$ cat config.mk
export PLATFORM = sky130hd
export DESIGN_NAME = frac_time_counter
export DESIGN_NICKNAME = d
export VERILOG_FILES = /design/src/rtl/ftc_pkg.sv /design/src/rtl/ftc_phase_acc.sv /design/src/rtl/ftc_time_reg.sv /design/src/rtl/ftc_read_latch.sv /design/src/rtl/frac_time_counter.sv
export SDC_FILE = /design/constraint.sdc
export NUM_CORES = 1
export LEC_CHECK = 0
export BUFFER_PORTS_ARGS = -buffer_cell sky130_fd_sc_hd__buf_2
export CAP_MARGIN = 0
export CORE_MARGIN = 10
export CORE_UTILIZATION = 60
export CTS_CLUSTER_SIZE = 40
export DETAILED_ROUTE_END_ITERATION = 6
export PLACE_DENSITY = 0.95
export RECOVER_POWER = 100
export SLEW_MARGIN = 20
export SYNTH_ARGS = -nofsm -noshare
export SYNTH_HDL_FRONTEND = slang
export SYNTH_SLANG_ARGS = --single-unit
$ cat constraint.sdc
create_clock -name clk -period 5.3 [get_ports clk]
set_input_delay 0 -clock clk [delete_from_list [all_inputs] [get_ports clk]]
set_output_delay 0 -clock clk [all_outputs]
set_load 0.005 [all_outputs]
$ cat src/rtl/ftc_pkg.sv
package ftc_pkg;
  parameter int unsigned FTC_ACC_W  = 32;
  parameter int unsigned FTC_WORD_W = 32;

  typedef enum logic [1:0] {
    UPD_HOLD = 2'd0,
    UPD_TICK = 2'd1,
    UPD_LOAD = 2'd2
  } time_upd_e;
endpackage

$ cat src/rtl/ftc_phase_acc.sv
module ftc_phase_acc #(
  parameter int unsigned ACC_W = 32
) (
  input  logic             clk,
  input  logic             rst_n,
  input  logic             addend_we,
  input  logic [ACC_W-1:0] addend_wdata,
  output logic             tick_o
);
  logic [ACC_W-1:0] addend_q, addend_d;
  logic [ACC_W-1:0] acc_q, acc_d;
  logic [ACC_W:0]   sum;

  always_comb begin
    sum      = {1'b0, acc_q} + {1'b0, addend_q};
    acc_d    = sum[ACC_W-1:0];
    tick_o   = sum[ACC_W];
    addend_d = addend_we ? addend_wdata : addend_q;
  end

  always_ff @(posedge clk or negedge rst_n) begin
    if (!rst_n) begin
      addend_q <= '0;
      acc_q    <= '0;
    end else begin
      addend_q <= addend_d;
      acc_q    <= acc_d;
    end
  end

  // a zero addend leaves the accumulator unchanged
  a_r1_idle_acc: assert property (@(posedge clk) disable iff (!rst_n)
    (addend_q == '0) |=> (acc_q == $past(acc_q)));

  // a written addend is the one in use after the edge
  a_r3_addend_take: assert property (@(posedge clk) disable iff (!rst_n)
    addend_we |=> (addend_q == $past(addend_wdata)));
endmodule

$ cat src/rtl/ftc_time_reg.sv
module ftc_time_reg
  import ftc_pkg::*;
#(
  parameter int unsigned WORD_W = 32
) (
  input  logic                clk,
  input  logic                rst_n,
  input  logic                tick_i,
  input  logic                lo_we,
  input  logic                hi_we,
  input  logic [WORD_W-1:0]   wdata,
  output logic [2*WORD_W-1:0] time_o
);
  localparam int unsigned TIME_W = 2 * WORD_W;

  logic [WORD_W-1:0] stage_q, stage_d;
  logic [TIME_W-1:0] time_q, time_d;
  time_upd_e         upd;

  always_comb begin
    if (hi_we)       upd = UPD_LOAD;
    else if (tick_i) upd = UPD_TICK;
    else             upd = UPD_HOLD;

    unique case (upd)
      UPD_LOAD: time_d = {wdata, stage_q};
      UPD_TICK: time_d = time_q + TIME_W'(1);
      default:  time_d = time_q;
    endcase

    stage_d = lo_we ? wdata : stage_q;
  end

  always_ff @(posedge clk or negedge rst_n) begin
    if (!rst_n) begin
      stage_q <= '0;
      time_q  <= '0;
    end else begin
      stage_q <= stage_d;
      time_q  <= time_d;
    end
  end

  assign time_o = time_q;

  // without a load, the time value moves by the carry only
  a_r2_step: assert property (@(posedge clk) disable iff (!rst_n)
    !hi_we |=> (time_q == $past(time_q) + TIME_W'($past(tick_i))));

  // a high-word write loads both words, dropping any same-edge tick
  a_r5_atomic_load: assert property (@(posedge clk) disable iff (!rst_n)
    hi_we |=> (time_q == {$past(wdata), $past(stage_q)}));
endmodule

$ cat src/rtl/ftc_read_latch.sv
module ftc_read_latch #(
  parameter int unsigned WORD_W = 32
) (
  input  logic              clk,
  input  logic              rst_n,
  input  logic              rd_stb,
  input  logic [WORD_W-1:0] hi_i,
  output logic [WORD_W-1:0] hi_o
);
  logic [WORD_W-1:0] hold_q, hold_d;

  always_comb hold_d = rd_stb ? hi_i : hold_q;

  always_ff @(posedge clk or negedge rst_n) begin
    if (!rst_n) hold_q <= '0;
    else        hold_q <= hold_d;
  end

  assign hi_o = hold_q;

  // the held high word only changes on a read strobe
  a_r6_hold: assert property (@(posedge clk) disable iff (!rst_n)
    !rd_stb |=> $stable(hold_q));
endmodule

$ cat src/rtl/frac_time_counter.sv
module frac_time_counter
  import ftc_pkg::*;
#(
  parameter int unsigned ACC_W  = FTC_ACC_W,
  parameter int unsigned WORD_W = FTC_WORD_W
) (
  input  logic                clk,
  input  logic                rst_n,
  input  logic                addend_we,
  input  logic [ACC_W-1:0]    addend_wdata,
  input  logic                time_lo_we,
  input  logic                time_hi_we,
  input  logic [WORD_W-1:0]   time_wdata,
  input  logic                time_lo_rd,
  output logic [WORD_W-1:0]   time_lo_rdata,
  output logic [WORD_W-1:0]   time_hi_rdata,
  output logic [2*WORD_W-1:0] sys_time
);
  localparam int unsigned TIME_W = 2 * WORD_W;

  logic tick;

  ftc_phase_acc #(.ACC_W(ACC_W)) u_acc (
    .clk          (clk),
    .rst_n        (rst_n),
    .addend_we    (addend_we),
    .addend_wdata (addend_wdata),
    .tick_o       (tick)
  );

  ftc_time_reg #(.WORD_W(WORD_W)) u_time (
    .clk    (clk),
    .rst_n  (rst_n),
    .tick_i (tick),
    .lo_we  (time_lo_we),
    .hi_we  (time_hi_we),
    .wdata  (time_wdata),
    .time_o (sys_time)
  );

  ftc_read_latch #(.WORD_W(WORD_W)) u_rdl (
    .clk    (clk),
    .rst_n  (rst_n),
    .rd_stb (time_lo_rd),
    .hi_i   (sys_time[TIME_W-1:WORD_W]),
    .hi_o   (time_hi_rdata)
  );

  assign time_lo_rdata = sys_time[WORD_W-1:0];

  // without a high-word write the time value advances by at most one
  a_r4_no_partial_load: assert property (@(posedge clk) disable iff (!rst_n)
    !time_hi_we |=> ((sys_time - $past(sys_time)) <= TIME_W'(1)));
endmodule

-- After elaboration in Yosys (flattened, before gate mapping)
Index checks and enable logic that the tools add are counted.
- register bits after elaboration: 192
- output and inout port bits: 128
- reduce and logical (&&, ||, !) cells: 1
- mux-type cells: 3
- add/subtract/negate cells: 2
- eq/ne operators: 2
- operator list (kind ; number):
    64-bit one-hot mux with 2 select lines ; 1
    64-bit by 1-bit adder with 64-bit output (second input constant) ; 1
    32-bit by 32-bit adder with 33-bit output ; 1
    2-bit by 1-bit == test with 1-bit output (second input constant) ; 1
    2-bit == test (second input constant) ; 1
    2-bit 2-to-1 mux ; 1
    2-bit nonzero test ; 1
    1-bit 2-to-1 mux ; 1

-- Logic depth before layout (Yosys ltp)
- word-level depth: 5
- mapped depth: 12

-- By module
Synthesis repeated with hierarchy kept, for this count alone.
- cells, all modules: 1020
- area total of the unflattened synthesis: 10694.0 um^2
- by module, submodules not included (module ; seq. area each (um^2) ; area each (um^2) ; times used ; cells an instance):
    ftc_time_reg ; 2402.3 ; 5218.8 ; 1 ; 550
    ftc_phase_acc ; 1601.5 ; 3890.0 ; 1 ; 370
    ftc_read_latch ; 800.8 ; 1345.0 ; 1 ; 68
    frac_time_counter ; 0.0 ; 240.2 ; 1 ; 32

-- Worst setup path before layout
OpenSTA, ideal clock, no wires.
- path kind: flip-flop to flip-flop
- start: register u_acc.acc_q[0]
- end: register u_time.time_q[31], in the netlist u_time.time_o[31]
- cell stages (with the launch flop): 13
- slack: 2.007 ns
- data arrival time: 3.224 ns
- path through: dfrtp_1 -> ha_1 -> fa_1 -> a211oi_1 -> nor2_1 -> a221oi_1 -> o211ai_1 -> nand3_1 -> buf_2 -> buf_4 -> a21oi_1 -> or3b_2 -> nand3_1
- cells in the longest elaborated chain, start to end: 5
- elaborated cells on any way between the ends: 7
- RTL lines (element ; RTL line ; RTL):
    from (decl) ; ftc_phase_acc.sv:11 ; logic [ACC_W-1:0] acc_q, acc_d;
    from (signal assigned) ; ftc_phase_acc.sv:24 ; acc_q <= '0;
    from (signal assigned) ; ftc_phase_acc.sv:27 ; acc_q <= acc_d;
    32-bit by 32-bit adder with 33-bit output (*) ; ftc_phase_acc.sv:15 ; sum = {1'b0, acc_q} + {1'b0, addend_q};
    1-bit 2-to-1 mux (*) ; ftc_time_reg.sv:22 ; else if (tick_i) upd = UPD_TICK;
    2-bit 2-to-1 mux (*) ; ftc_time_reg.sv:21 ; if (hi_we) upd = UPD_LOAD;
    2-bit by 1-bit == test with 1-bit output / 2-bit == test (equally long branches) ; ftc_time_reg.sv:25 ; unique case (upd)
    64-bit one-hot mux with 2 select lines / 2-bit nonzero test (equally long branches) ; n/a ;
    to (signal assigned) ; ftc_time_reg.sv:40 ; time_q <= time_d;
    to (decl) ; ftc_time_reg.sv:17 ; logic [TIME_W-1:0] time_q, time_d;
Mark *: on every way between the ends. The rest lies on a longest branch, timed or not.
A chain may end at the register's enable or synchronous reset.

-- Worst setup path after layout
- start: register u_acc.addend_q[0]
- end: register u_time.time_q[31], in the netlist u_time.time_o[31]
- cells in the longest elaborated chain, start to end: 5
- elaborated cells on any way between the ends: 7
- RTL lines (element ; RTL line ; RTL):
    from (decl) ; ftc_phase_acc.sv:10 ; logic [ACC_W-1:0] addend_q, addend_d;
    from (signal assigned) ; ftc_phase_acc.sv:26 ; addend_q <= addend_d;
    32-bit by 32-bit adder with 33-bit output (*) ; ftc_phase_acc.sv:15 ;
    1-bit 2-to-1 mux (*) ; ftc_time_reg.sv:22 ;
    2-bit 2-to-1 mux (*) ; ftc_time_reg.sv:21 ;
    2-bit by 1-bit == test with 1-bit output / 2-bit == test (equally long branches) ; ftc_time_reg.sv:25 ;
    64-bit one-hot mux with 2 select lines / 2-bit nonzero test (equally long branches) ; n/a ;
Marked as above.

==> flow_metrics.py <==
metrics = {
    "finish": {
        "fin_nets": 1274,
        "design_area_um2": 12200,
        "drive_gt1_frac": 0.198,
        "instances_no_fill": 1406,
        "layout_commonest_cell": "dfrtp_1",
        "mostFrequentLayoutCells": "dfrtp_1, clkbuf_1, nand2_1",
        "fillers": 1123,
        "syn_to_final_growth_pct": 19.1,
    },
    "detailed_routing": {
        "wire_per_inst_um": 21.2,
        "drtIter0Drc": 822,
        "final_antenna_net_count": 0,
        "drtPass1Iterations": 5,
        "vias": 8781,
        "drt_drc_violations_left": 0,
        "finalWirelength_mm": 29.8,
        "viasPerCell": 6.25,
    },
    "synth": {
        "syn_area_per_cell_um2": 10.6,
        "netlist_instances": 966,
        "synth_cell_types": 61,
        "synth_adder_area_share": 0.0423,
        "ys_seq_area_frac": 0.469,
        "ys_seq_elements": 192,
        "ys.flop_type": "dfrtp_1",
        "synth_mux_area_frac": 0.115,
        "synth_simple_gate_area_frac": 0.112,
        "synth_edf_count": 0,
        "syn-num-nets": 1070,
        "synth-compound-area-share": 0.144,
        "synth_area_um2": 10200,
        "synth_xor_area_frac": 0.0650,
        "async_flop_share": 1.00,
        "synth_top_family_by_area": "compound AO/OA/AOI/OAI gates",
        "synth_warnings": 0,
    },
    "grt": {
        "gr-total-overflow": 0,
        "grt_use_total": 0.257,
        "antenna_found_initial": 2,
        "grt_pass1_wl_mm": 46.8,
        "grt_pass1_vias": 8805,
        "grt_max_degree": 136,
    },
    "worst_setup_path": {
        "crit_path_start_kind": "register",
        "worstPathCellList": "ha_1, fa_1, a211oi_1, nor2_1, a221oi_1, o211ai_1, nand3_1, a21oi_1, or3b_2, nand3_1",
        "arrival_ns": 4.85,
        "r2r_setup_slack_ns": 0.82,
        "cp-end-kind": "register",
        "r2r-end": "u_time.time_o[31]$_DFFE_PN0P_",
        "path_class": "register to register",
        "crit_top_cell": "nand3_1",
        "worstReg2RegStart": "u_acc.addend_q[0]$_DFFE_PN0P_",
        "cpMaxStageDelayCell": "nand3_1",
        "crit_path_max_fanout": 26,
        "required_ns": 5.67,
        "worst-r2r-cell-count": 10,
        "max_stage_delay_ns": 0.86,
    },
    "hold_path": {
        "min_path_type": "input port to register",
        "min_from": "time_hi_we",
        "hold_path_depth": 2,
        "hold-path-endpoint": "u_time.time_o[56]$_DFFE_PN0P_",
    },
    "sta": {
        "skew_ns": 0.0188,
        "relSlewSlack": -1.22,
        "rsz0062_at_grt": "no",
        "slew_viol_final": 136,
        "hold_viol": 0,
        "finalWorstSetupSlack_ns": 0.823,
        "post-route-period-util": 0.845,
        "tightest_slew_ns": 3.33,
        "fin_crit_ns": 4.48,
        "finalSetupTns_ns": 0,
        "setup_violations": 0,
        "fmax_ghz": 0.223,
    },
    "clock_tree": {
        "cts_made_buffers": 17,
        "cts-root-buf": "clkbuf_16",
        "cts_buffer_depth": 2,
        "cts_tree": "done",
        "insertion_delay_ns": 0.44,
        "post_cts_buffers": 0,
        "cts.clk_slew.worst_paths_ns": 0.07,
        "clock_sinks": 192,
        "post_cts_resized": 0,
        "htree_levels": 4,
    },
    "pwr": {
        "ir_drop_v": 0.000316,
        "leakage_nw": 5.11,
        "powerDensity_nw_per_um2": 432,
    },
    "placement": {
        "dp_cells": 1303,
        "gp_congestion": 0.887,
        "port_buffers": 197,
        "hpwlAfterDp_mm": 19.3,
        "placed_cell_area_um2": 11100,
        "pre_cts_slack_ns": 1.46,
    },
    "die": {
        "pin_count": 198,
        "core_area_um2": 16600,
        "die_x_um": 151,
        "start_util": 0.615,
        "row_count": 47,
        "dieArea_um2": 22700,
        "die_y_um": 151,
    },
    "run_status": {
        "violations": "capacitance limit, slew limit",
        "status": "complete, but fails checks",
    },
    "job": {
        "max_cap_viol_count": 1,
    },
}
-- final cells by class --
| type | instances | area (µm²) | area share |
|---|---|---|---|
| timing repair buffer | 270 | 1570 | 0.129 |
| tap | 220 | 275 | 0.0226 |
| sequential | 192 | 4800 | 0.394 |
| antenna | 3 | 7.51 | 0.000615 |
| clock inverter | 11 | 105 | 0.00862 |
| inverter | 21 | 78.8 | 0.00646 |
| multi-input combinational | 668 | 4900 | 0.402 |
| clock buffer | 21 | 450 | 0.0369 |
-- per-layer routing --
metal	wire, µm	vias to the layer above	part of all wire	global-route usage
met5	0	-	0	0
met4	1130	0	0.038	0.116
met3	2800	103	0.094	0.0696
met2	14600	526	0.49	0.422
met1	11200	4282	0.38	0.311
li1	-	3870	-	-
-- registers in the layout (all words and copies together) (netlist names) --
name            cells
u_acc.addend_q     32
u_time.stage_q     32
u_time.time_o      64
u_rdl.hi_o         32
u_acc.acc_q        32
-- worst max-delay path, delay by kind of cell (launching register included) --
family,cells,cell delay (ns)
and+or+nand+nor,4,1.60
adders and majority gates,2,0.64
DFF,1,0.38
AOI/OAI and AO/OA,4,1.77
-- report_power, final --
part	switching (mW)	internal [mW]	leakage, nW
combinational	1.18	0.849	2.58
sequential	0.226	1.76	2.26
clock	0.585	0.666	0.273
-- stage by stage --
step	hold WS (ns)	total power [mW]	util
2_1_floorplan	-0.296	3.36	-
3_3_place_gp	0.225	3.80	0.668
3_5_place_dp	0.233	3.90	0.668
4_1_cts	0.00129	5.19	0.743
5_1_grt	0.0337	5.54	0.733
6_report	0.0157	5.26	0.733
-- cells in the mapped netlist (all sizes together) (5+ instances only) --
cell type  number  area (µm²)
a2111oi        28         283
a211oi         15         113
a21o           22         165
a21oi          35         175
a22oi           9        67.6
a31oi           5        31.3
and3           14        87.6
buf            46         305
clkbuf         39         146
dfrtp         192        4800
ha             33         413
inv            21        78.8
mux2           96        1080
mux2i          10         100
nand2         102         383
nand3          28         140
nand4          17         121
nor2           25        93.8
nor2b          10        62.6
nor3           17        85.1
o211ai          6        45.0
o21ai          65         325
xnor2          62         543
xor2           14         123
-- how the worst max path moves through the flow --
| stage | from | to | slack, ns | cells past startpoint |
|---|---|---|---|---|
| global placement | u_acc.acc_q[0]$_DFF_PN0_ | u_time.time_o[31]$_DFFE_PN0P_ | 1.60 | 10 |
| finish | u_acc.addend_q[0]$_DFFE_PN0P_ | u_time.time_o[31]$_DFFE_PN0P_ | 0.82 | 10 |
| CTS | u_acc.addend_q[0]$_DFFE_PN0P_ | u_time.time_o[32]$_DFFE_PN0P_ | 1.43 | 11 |
| global route | rst_n | u_time.time_o[38]$_DFFE_PN0P_ | 0.54 | 3 |
| floorplan | u_acc.acc_q[0]$_DFF_PN0_ | u_time.time_o[31]$_DFFE_PN0P_ | 2.01 | 12 |
| detailed placement | u_acc.addend_q[0]$_DFFE_PN0P_ | u_time.time_o[32]$_DFFE_PN0P_ | 1.46 | 11 |
-- cell families after synthesis --
kind of cell,count (synthesis)
and+or+nand+nor,236
xor gates and xnor gates,76
AOI/OAI and AO/OA,216
DFF,192
muxes,106
adders and majority gates,34
buffers and inverters,106
-- timing repair --
action	in CTS	in global routing
setup endpoints to repair	0	0
hold buffers	68	0
endpoints found under the hold margin	230	0
No activity file was read; power rests on OpenSTA's default activity.
